### src/rtl/aai_pkg.sv
package aai_pkg;
    localparam logic [2:0] OP_PROG   = 3'd1;
    localparam logic [2:0] OP_LEAVE  = 3'd2;
    localparam logic [2:0] OP_RB_ON  = 3'd3;
    localparam logic [2:0] OP_RB_OFF = 3'd4;

    typedef enum logic [1:0] {
        ST_BYTE     = 2'd0,
        ST_AAI_RDY  = 2'd1,
        ST_AAI_BUSY = 2'd2,
        ST_EXIT     = 2'd3
    } seq_state_e;
endpackage

### src/rtl/aai_busy_timer.sv
module aai_busy_timer #(
    parameter int BUSY_CYC = 6
) (
    input  logic clk,
    input  logic rst_n,
    input  logic load,
    output logic busy
);
    localparam int CNT_W = (BUSY_CYC < 2) ? 1 : $clog2(BUSY_CYC + 1);

    generate
        if (BUSY_CYC == 0) begin : g_none
            assign busy = 1'b0;
        end else begin : g_count
            logic [CNT_W-1:0] cnt_q;
            always_ff @(posedge clk) begin
                if (!rst_n) begin
                    cnt_q <= '0;
                end else if (load) begin
                    cnt_q <= CNT_W'(BUSY_CYC);
                end else if (cnt_q != '0) begin
                    cnt_q <= cnt_q - 1'b1;
                end
            end
            assign busy = (cnt_q != '0);
        end
    endgenerate
endmodule

### src/rtl/aai_addr_unit.sv
module aai_addr_unit #(
    parameter int ADDR_W = 19
) (
    input  logic              clk,
    input  logic              rst_n,
    input  logic              load,
    input  logic              step,
    input  logic [ADDR_W-1:0] start_addr,
    input  logic [ADDR_W-1:0] lock_floor,
    output logic [ADDR_W-1:0] cur_addr,
    output logic              is_top,
    output logic              is_prot
);
    localparam logic [ADDR_W-1:0] STRIDE = ADDR_W'(2);

    logic [ADDR_W-1:0] next_q;

    always_comb begin
        if (load) cur_addr = {start_addr[ADDR_W-1:1], 1'b0};
        else      cur_addr = next_q;
        is_top  = &cur_addr[ADDR_W-1:1];
        is_prot = (cur_addr >= lock_floor);
    end

    always_ff @(posedge clk) begin
        if (!rst_n) begin
            next_q <= '0;
        end else if (load || step) begin
            next_q <= cur_addr + STRIDE;
        end
    end
endmodule

### src/rtl/aai_ctrl.sv
module aai_ctrl
    import aai_pkg::*;
#(
    parameter int ADDR_W = 19
) (
    input  logic              clk,
    input  logic              rst_n,
    input  logic              cmd_valid,
    input  logic [2:0]        cmd_op,
    input  logic [15:0]       cmd_word,
    input  logic              busy,
    input  logic [ADDR_W-1:0] cur_addr,
    input  logic              is_top,
    input  logic              is_prot,
    output logic              addr_load,
    output logic              addr_step,
    output logic              tmr_load,
    output logic              aai_mode,
    output logic              rb_en,
    output logic              wr_en,
    output logic [ADDR_W-1:0] wr_addr,
    output logic [15:0]       wr_data,
    output logic              cmd_ack,
    output logic              cmd_nak
);
    seq_state_e state_q, state_d;

    logic is_prog, is_leave, is_rb_on, is_rb_off;
    logic in_mode, accept, ack_d, nak_d;
    seq_state_e after_word;

    always_comb begin
        is_prog   = cmd_valid && (cmd_op == OP_PROG);
        is_leave  = cmd_valid && (cmd_op == OP_LEAVE);
        is_rb_on  = cmd_valid && (cmd_op == OP_RB_ON);
        is_rb_off = cmd_valid && (cmd_op == OP_RB_OFF);
        in_mode   = (state_q != ST_BYTE);
        accept    = is_prog && !busy && (state_q != ST_EXIT);
        addr_load = accept && !in_mode;
        addr_step = accept && in_mode;
        tmr_load  = accept && !is_prot;

        if (is_top) after_word = is_prot ? ST_BYTE : ST_EXIT;
        else        after_word = is_prot ? ST_AAI_RDY : ST_AAI_BUSY;

        state_d = state_q;
        unique case (state_q)
            ST_BYTE: begin
                if (accept) state_d = after_word;
            end
            ST_AAI_RDY, ST_AAI_BUSY: begin
                if (is_leave)                            state_d = ST_BYTE;
                else if (accept)                         state_d = after_word;
                else if (state_q == ST_AAI_BUSY && !busy) state_d = ST_AAI_RDY;
            end
            ST_EXIT: begin
                if (is_leave || !busy) state_d = ST_BYTE;
            end
        endcase

        ack_d = accept || is_leave || (!in_mode && (is_rb_on || is_rb_off));
        nak_d = cmd_valid && !ack_d && (in_mode || is_prog);
    end

    always_ff @(posedge clk) begin
        if (!rst_n) state_q <= ST_BYTE;
        else        state_q <= state_d;
    end

    always_ff @(posedge clk) begin
        if (!rst_n) begin
            rb_en   <= 1'b0;
            wr_en   <= 1'b0;
            wr_addr <= '0;
            wr_data <= '0;
            cmd_ack <= 1'b0;
            cmd_nak <= 1'b0;
        end else begin
            wr_en   <= tmr_load;
            cmd_ack <= ack_d;
            cmd_nak <= nak_d;
            if (tmr_load) begin
                wr_addr <= cur_addr;
                wr_data <= cmd_word;
            end
            if (!in_mode && is_rb_on)  rb_en <= 1'b1;
            if (!in_mode && is_rb_off) rb_en <= 1'b0;
        end
    end

    assign aai_mode = (state_q != ST_BYTE);
endmodule

### src/rtl/aai_word_seq.sv
module aai_word_seq #(
    parameter int ADDR_W   = 19,
    parameter int BUSY_CYC = 6
) (
    input  logic              clk,
    input  logic              rst_n,
    input  logic              cs_n,
    input  logic              cmd_valid,
    input  logic [2:0]        cmd_op,
    input  logic [ADDR_W-1:0] cmd_addr,
    input  logic [15:0]       cmd_word,
    input  logic [ADDR_W-1:0] lock_floor,
    output logic              aai_mode,
    output logic              busy,
    output logic              wr_en,
    output logic [ADDR_W-1:0] wr_addr,
    output logic [15:0]       wr_data,
    output logic              cmd_ack,
    output logic              cmd_nak,
    output logic              so_oe,
    output logic              so_out
);
    logic              addr_load, addr_step, tmr_load, rb_en;
    logic [ADDR_W-1:0] cur_addr;
    logic              is_top, is_prot;

    aai_busy_timer #(.BUSY_CYC(BUSY_CYC)) u_timer (
        .clk   (clk),
        .rst_n (rst_n),
        .load  (tmr_load),
        .busy  (busy)
    );

    aai_addr_unit #(.ADDR_W(ADDR_W)) u_addr (
        .clk        (clk),
        .rst_n      (rst_n),
        .load       (addr_load),
        .step       (addr_step),
        .start_addr (cmd_addr),
        .lock_floor (lock_floor),
        .cur_addr   (cur_addr),
        .is_top     (is_top),
        .is_prot    (is_prot)
    );

    aai_ctrl #(.ADDR_W(ADDR_W)) u_ctrl (
        .clk       (clk),
        .rst_n     (rst_n),
        .cmd_valid (cmd_valid),
        .cmd_op    (cmd_op),
        .cmd_word  (cmd_word),
        .busy      (busy),
        .cur_addr  (cur_addr),
        .is_top    (is_top),
        .is_prot   (is_prot),
        .addr_load (addr_load),
        .addr_step (addr_step),
        .tmr_load  (tmr_load),
        .aai_mode  (aai_mode),
        .rb_en     (rb_en),
        .wr_en     (wr_en),
        .wr_addr   (wr_addr),
        .wr_data   (wr_data),
        .cmd_ack   (cmd_ack),
        .cmd_nak   (cmd_nak)
    );

    assign so_oe  = rb_en && aai_mode && cs_n;
    assign so_out = !busy;
endmodule

### config.mk
export PLATFORM = sky130hd
export DESIGN_NAME = aai_word_seq
export DESIGN_NICKNAME = d
export VERILOG_FILES = /design/src/rtl/aai_pkg.sv /design/src/rtl/aai_busy_timer.sv /design/src/rtl/aai_addr_unit.sv /design/src/rtl/aai_ctrl.sv /design/src/rtl/aai_word_seq.sv
export SDC_FILE = /design/constraint.sdc
export NUM_CORES = 1
export LEC_CHECK = 0
export BUFFER_PORTS_ARGS = -buffer_cell sky130_fd_sc_hd__buf_2
export CORE_UTILIZATION = 53
export CTS_CLUSTER_DIAMETER = 200
export CTS_CLUSTER_SIZE = 12
export DETAILED_ROUTE_END_ITERATION = 8
export PLACE_DENSITY = 0.81
export SETUP_SLACK_MARGIN = 0.1
export SLEW_MARGIN = 20
export SYNTH_ARGS = -nofsm -noshare
export SYNTH_HDL_FRONTEND = slang
export SYNTH_HIERARCHICAL = 1
export SYNTH_SLANG_ARGS = --single-unit
### constraint.sdc
create_clock -name clk -period 5.8 [get_ports clk]
set_input_delay 0.29 -clock clk [delete_from_list [all_inputs] [get_ports clk]]
set_output_delay 0.29 -clock clk [all_outputs]
set_load 0.03 [all_outputs]
==> results.py <==
metrics = {
    "yosys": {
        "synth-main-ff-cell": "dfxtp_1",
        "synth_top_cells_by_count": "69 x nand2_1, 63 x dfxtp_1, 60 x nand3_1",
        "synth_fp_nets": 558,
        "ys_types": 50,
        "synthTopCellsByArea": "dfxtp_1 34%, ha_1 9.4%, nand3_1 8.0%",
        "yosysMostFrequentCell": "nand2_1",
        "yosysTopAreaCell": "dfxtp_1",
        "synthArstFlopShare_pct": 0,
        "synth_seq_area_share_pct": 33.7,
        "yosys_warnings": 6,
        "synth.top_cell.area_share_pct": 33.7,
        "synth-seq-cells": 63,
        "syn_area_um2": 3740,
        "synth_edf_count": 0,
        "synth_area_per_cell_um2": 7.98,
        "syn_inst": 469,
    },
    "placed_design": {
        "portBuffers": 101,
        "gp_congestion": 0.893,
        "dp_hpwl_um": 6530,
        "place_ws_ps": 631,
    },
    "grt": {
        "grtUsageTotal_pct": 25.8,
        "antenna_found_initial": 0,
        "grt_pass1_vias": 3364,
        "grt_max_degree": 58,
        "grt_pass1_wl_um": 15100,
        "grt_overflow": 0,
    },
    "layout": {
        "drive_gt1_share_pct": 25.5,
        "area_growth_syn_to_layout_pct": 19.4,
        "nets": 650,
        "diodes": 0,
    },
    "die": {
        "die_h_um": 86.0,
        "ios": 103,
        "core_um2": 6790,
        "die_w_um": 86.0,
        "placementRows": 30,
        "start_util_pct": 55.1,
        "dieArea_um2": 7400,
    },
    "power_and_ir_drop": {
        "power_density_nw_per_um2": 234,
        "ir_drop_mv": 0.158,
        "power_mw": 1.05,
        "leakagePower_nw": 2.07,
    },
    "route": {
        "final_antenna_net_count": 0,
        "vias": 3668,
        "viasPerCell": 5.55,
        "drtIter0Drc": 234,
        "totalWireLength_um": 9130,
        "drcViolationCount": 0,
        "wl_per_cell_um": 13.8,
        "dr.pass1.iters": 5,
    },
    "timing": {
        "timing.fmax_ghz": 0.193,
        "min_period_ps": 5190,
        "final.setup.tns_ps": 0,
        "slew_violations": 0,
        "setup_viol_count_final": 0,
        "rsz0062_at_grt": "false",
        "skew_ps": 10.1,
        "setup_ws_ps": 611,
        "max_slew_margin_pct": 39.3,
        "hold_viol": 0,
        "worstMarginPinSlew_ps": 910,
        "fin_crit_sh_pct": 89.5,
    },
    "clock_tree": {
        "cts_buffers": 9,
        "clock-sinks": 63,
        "clk_path_buf_depth": 2,
        "clk_pin_slew_worst_paths_ps": 70,
        "clkLatencyLatePin_ps": 340,
        "post-cts-setup-buffer-count": 0,
        "cts_tree": "yes",
        "cts_resized": 0,
        "htreeDepth": 3,
        "cts-root-buf": "clkbuf_8",
        "cts_hold_buffers": 0,
    },
    "worst_setup_path": {
        "crit_required_ps": 6070,
        "cp-end-kind": "flip-flop",
        "cp_max_fo": 45,
        "startpoint_type": "flip-flop",
        "worstSetupPathType": "reg2reg",
        "arrival_ps": 5460,
    },
    "flow_run": {
        "max_cap_violations": 0,
    },
    "run_status": {
        "outcome": "complete, no violations",
    },
    "min_path": {
        "hp-class": "in2reg",
    },
}
-- metal layers --
metal | vias up | track usage [%] | wire length [µm]
li1 | 1823 | - | -
met2 | 145 | 41.7 | 4250
met3 | 15 | 5.10 | 646
met5 | - | 0 | 0
met4 | 0 | 12.7 | 172
met1 | 1685 | 32.8 | 4060
-- stage by stage --
stage          hold WS (ps)  cells  area [µm²]  utilization (%)
3_5_place_dp            446    646        4260             62.7
6_report                169    661        4470             65.8
5_1_grt                 177    661        4470             65.8
3_3_place_gp            434    646        4260             62.7
4_1_cts                 157    661        4470             65.8
2_1_floorplan           407    469        3740                -
-- flip-flops by register name, summed over array words and instances, names as in the netlist --
name                   count
u_ctrl/cmd_ack             1
u_timer/g_count.cnt_q      3
u_ctrl/rb_en               1
u_ctrl/wr_data            16
u_ctrl/state_q             2
u_addr/next_q             19
u_ctrl/cmd_nak             1
u_ctrl/wr_en               1
u_ctrl/wr_addr            19
-- critical path, cell delays in order (launching register included) --
cell	delay, ps
dfxtp_1	330
or2_2	330
inv_1	60
ha_1	260
inv_1	130
or4b_4	560
or2_2	350
nor2_2	90
buf_4	380
mux2i_1	450
inv_1	130
ha_1	320
and3_1	140
nand3_1	90
nor3_1	190
o21ai_0	140
a31oi_1	360
inv_1	120
ha_1	300
o21ai_0	80
a21o_1	180
a21oi_1	110
-- path summary, 6_finish.rpt --
kind	from	end	slack, ps	cells past startpoint
min reg2reg	u_ctrl/wr_addr[1]	u_ctrl/wr_addr[1]	450	2
min	cmd_word[11]	u_ctrl/wr_data[11]	170	3
max reg2reg	u_timer/g_count.cnt_q[0]	u_ctrl/state_q[0]	610	21
max	u_timer/g_count.cnt_q[0]	u_ctrl/state_q[0]	610	21
-- logic make-up (layout without fill, tap and decap cells) --
group | after synthesis | after routing | synth area share [%]
adder cells (fa/ha/maj) | 28 | 28 | 9.36
AO/OA/AOI/OAI | 100 | 100 | 15.4
AND/OR/NAND/NOR | 193 | 193 | 26.4
XOR/XNOR | 8 | 8 | 1.87
multiplexers | 20 | 20 | 5.95
buffers and inverters | 57 | 153 | 7.35
flip-flops | 63 | 63 | 33.7
-- cell type report --
class / instances / area (µm²)
multi-input combinational: 349 / 2210
sequential: 63 / 1260
clock buffer: 11 / 141
inverter: 31 / 116
tap: 96 / 120
clock inverter: 4 / 70.1
fill: 584 / 2320
timing repair buffer: 107 / 551
-- where the power goes --
part | switching (mW) | internal (mW)
Clock | 0.167 | 0.250
Sequential | 0.00864 | 0.445
Combinational | 0.110 | 0.0649
Total | 0.286 | 0.760
-- cell usage in the layout (no fill, tap or decap), drive strengths merged, types with 5 or more instances in the layout --
cell    instances
nand2b         10
nand4          10
mux2i           5
nor2            9
nor3            5
a21oi          11
dfxtp          63
nand2          69
o21ai          59
and2            8
buf           107
nand3          60
ha             28
a31oi           6
mux2           15
inv            31
clkbuf         11
Note: power is estimated with default switching activity, not from simulation.
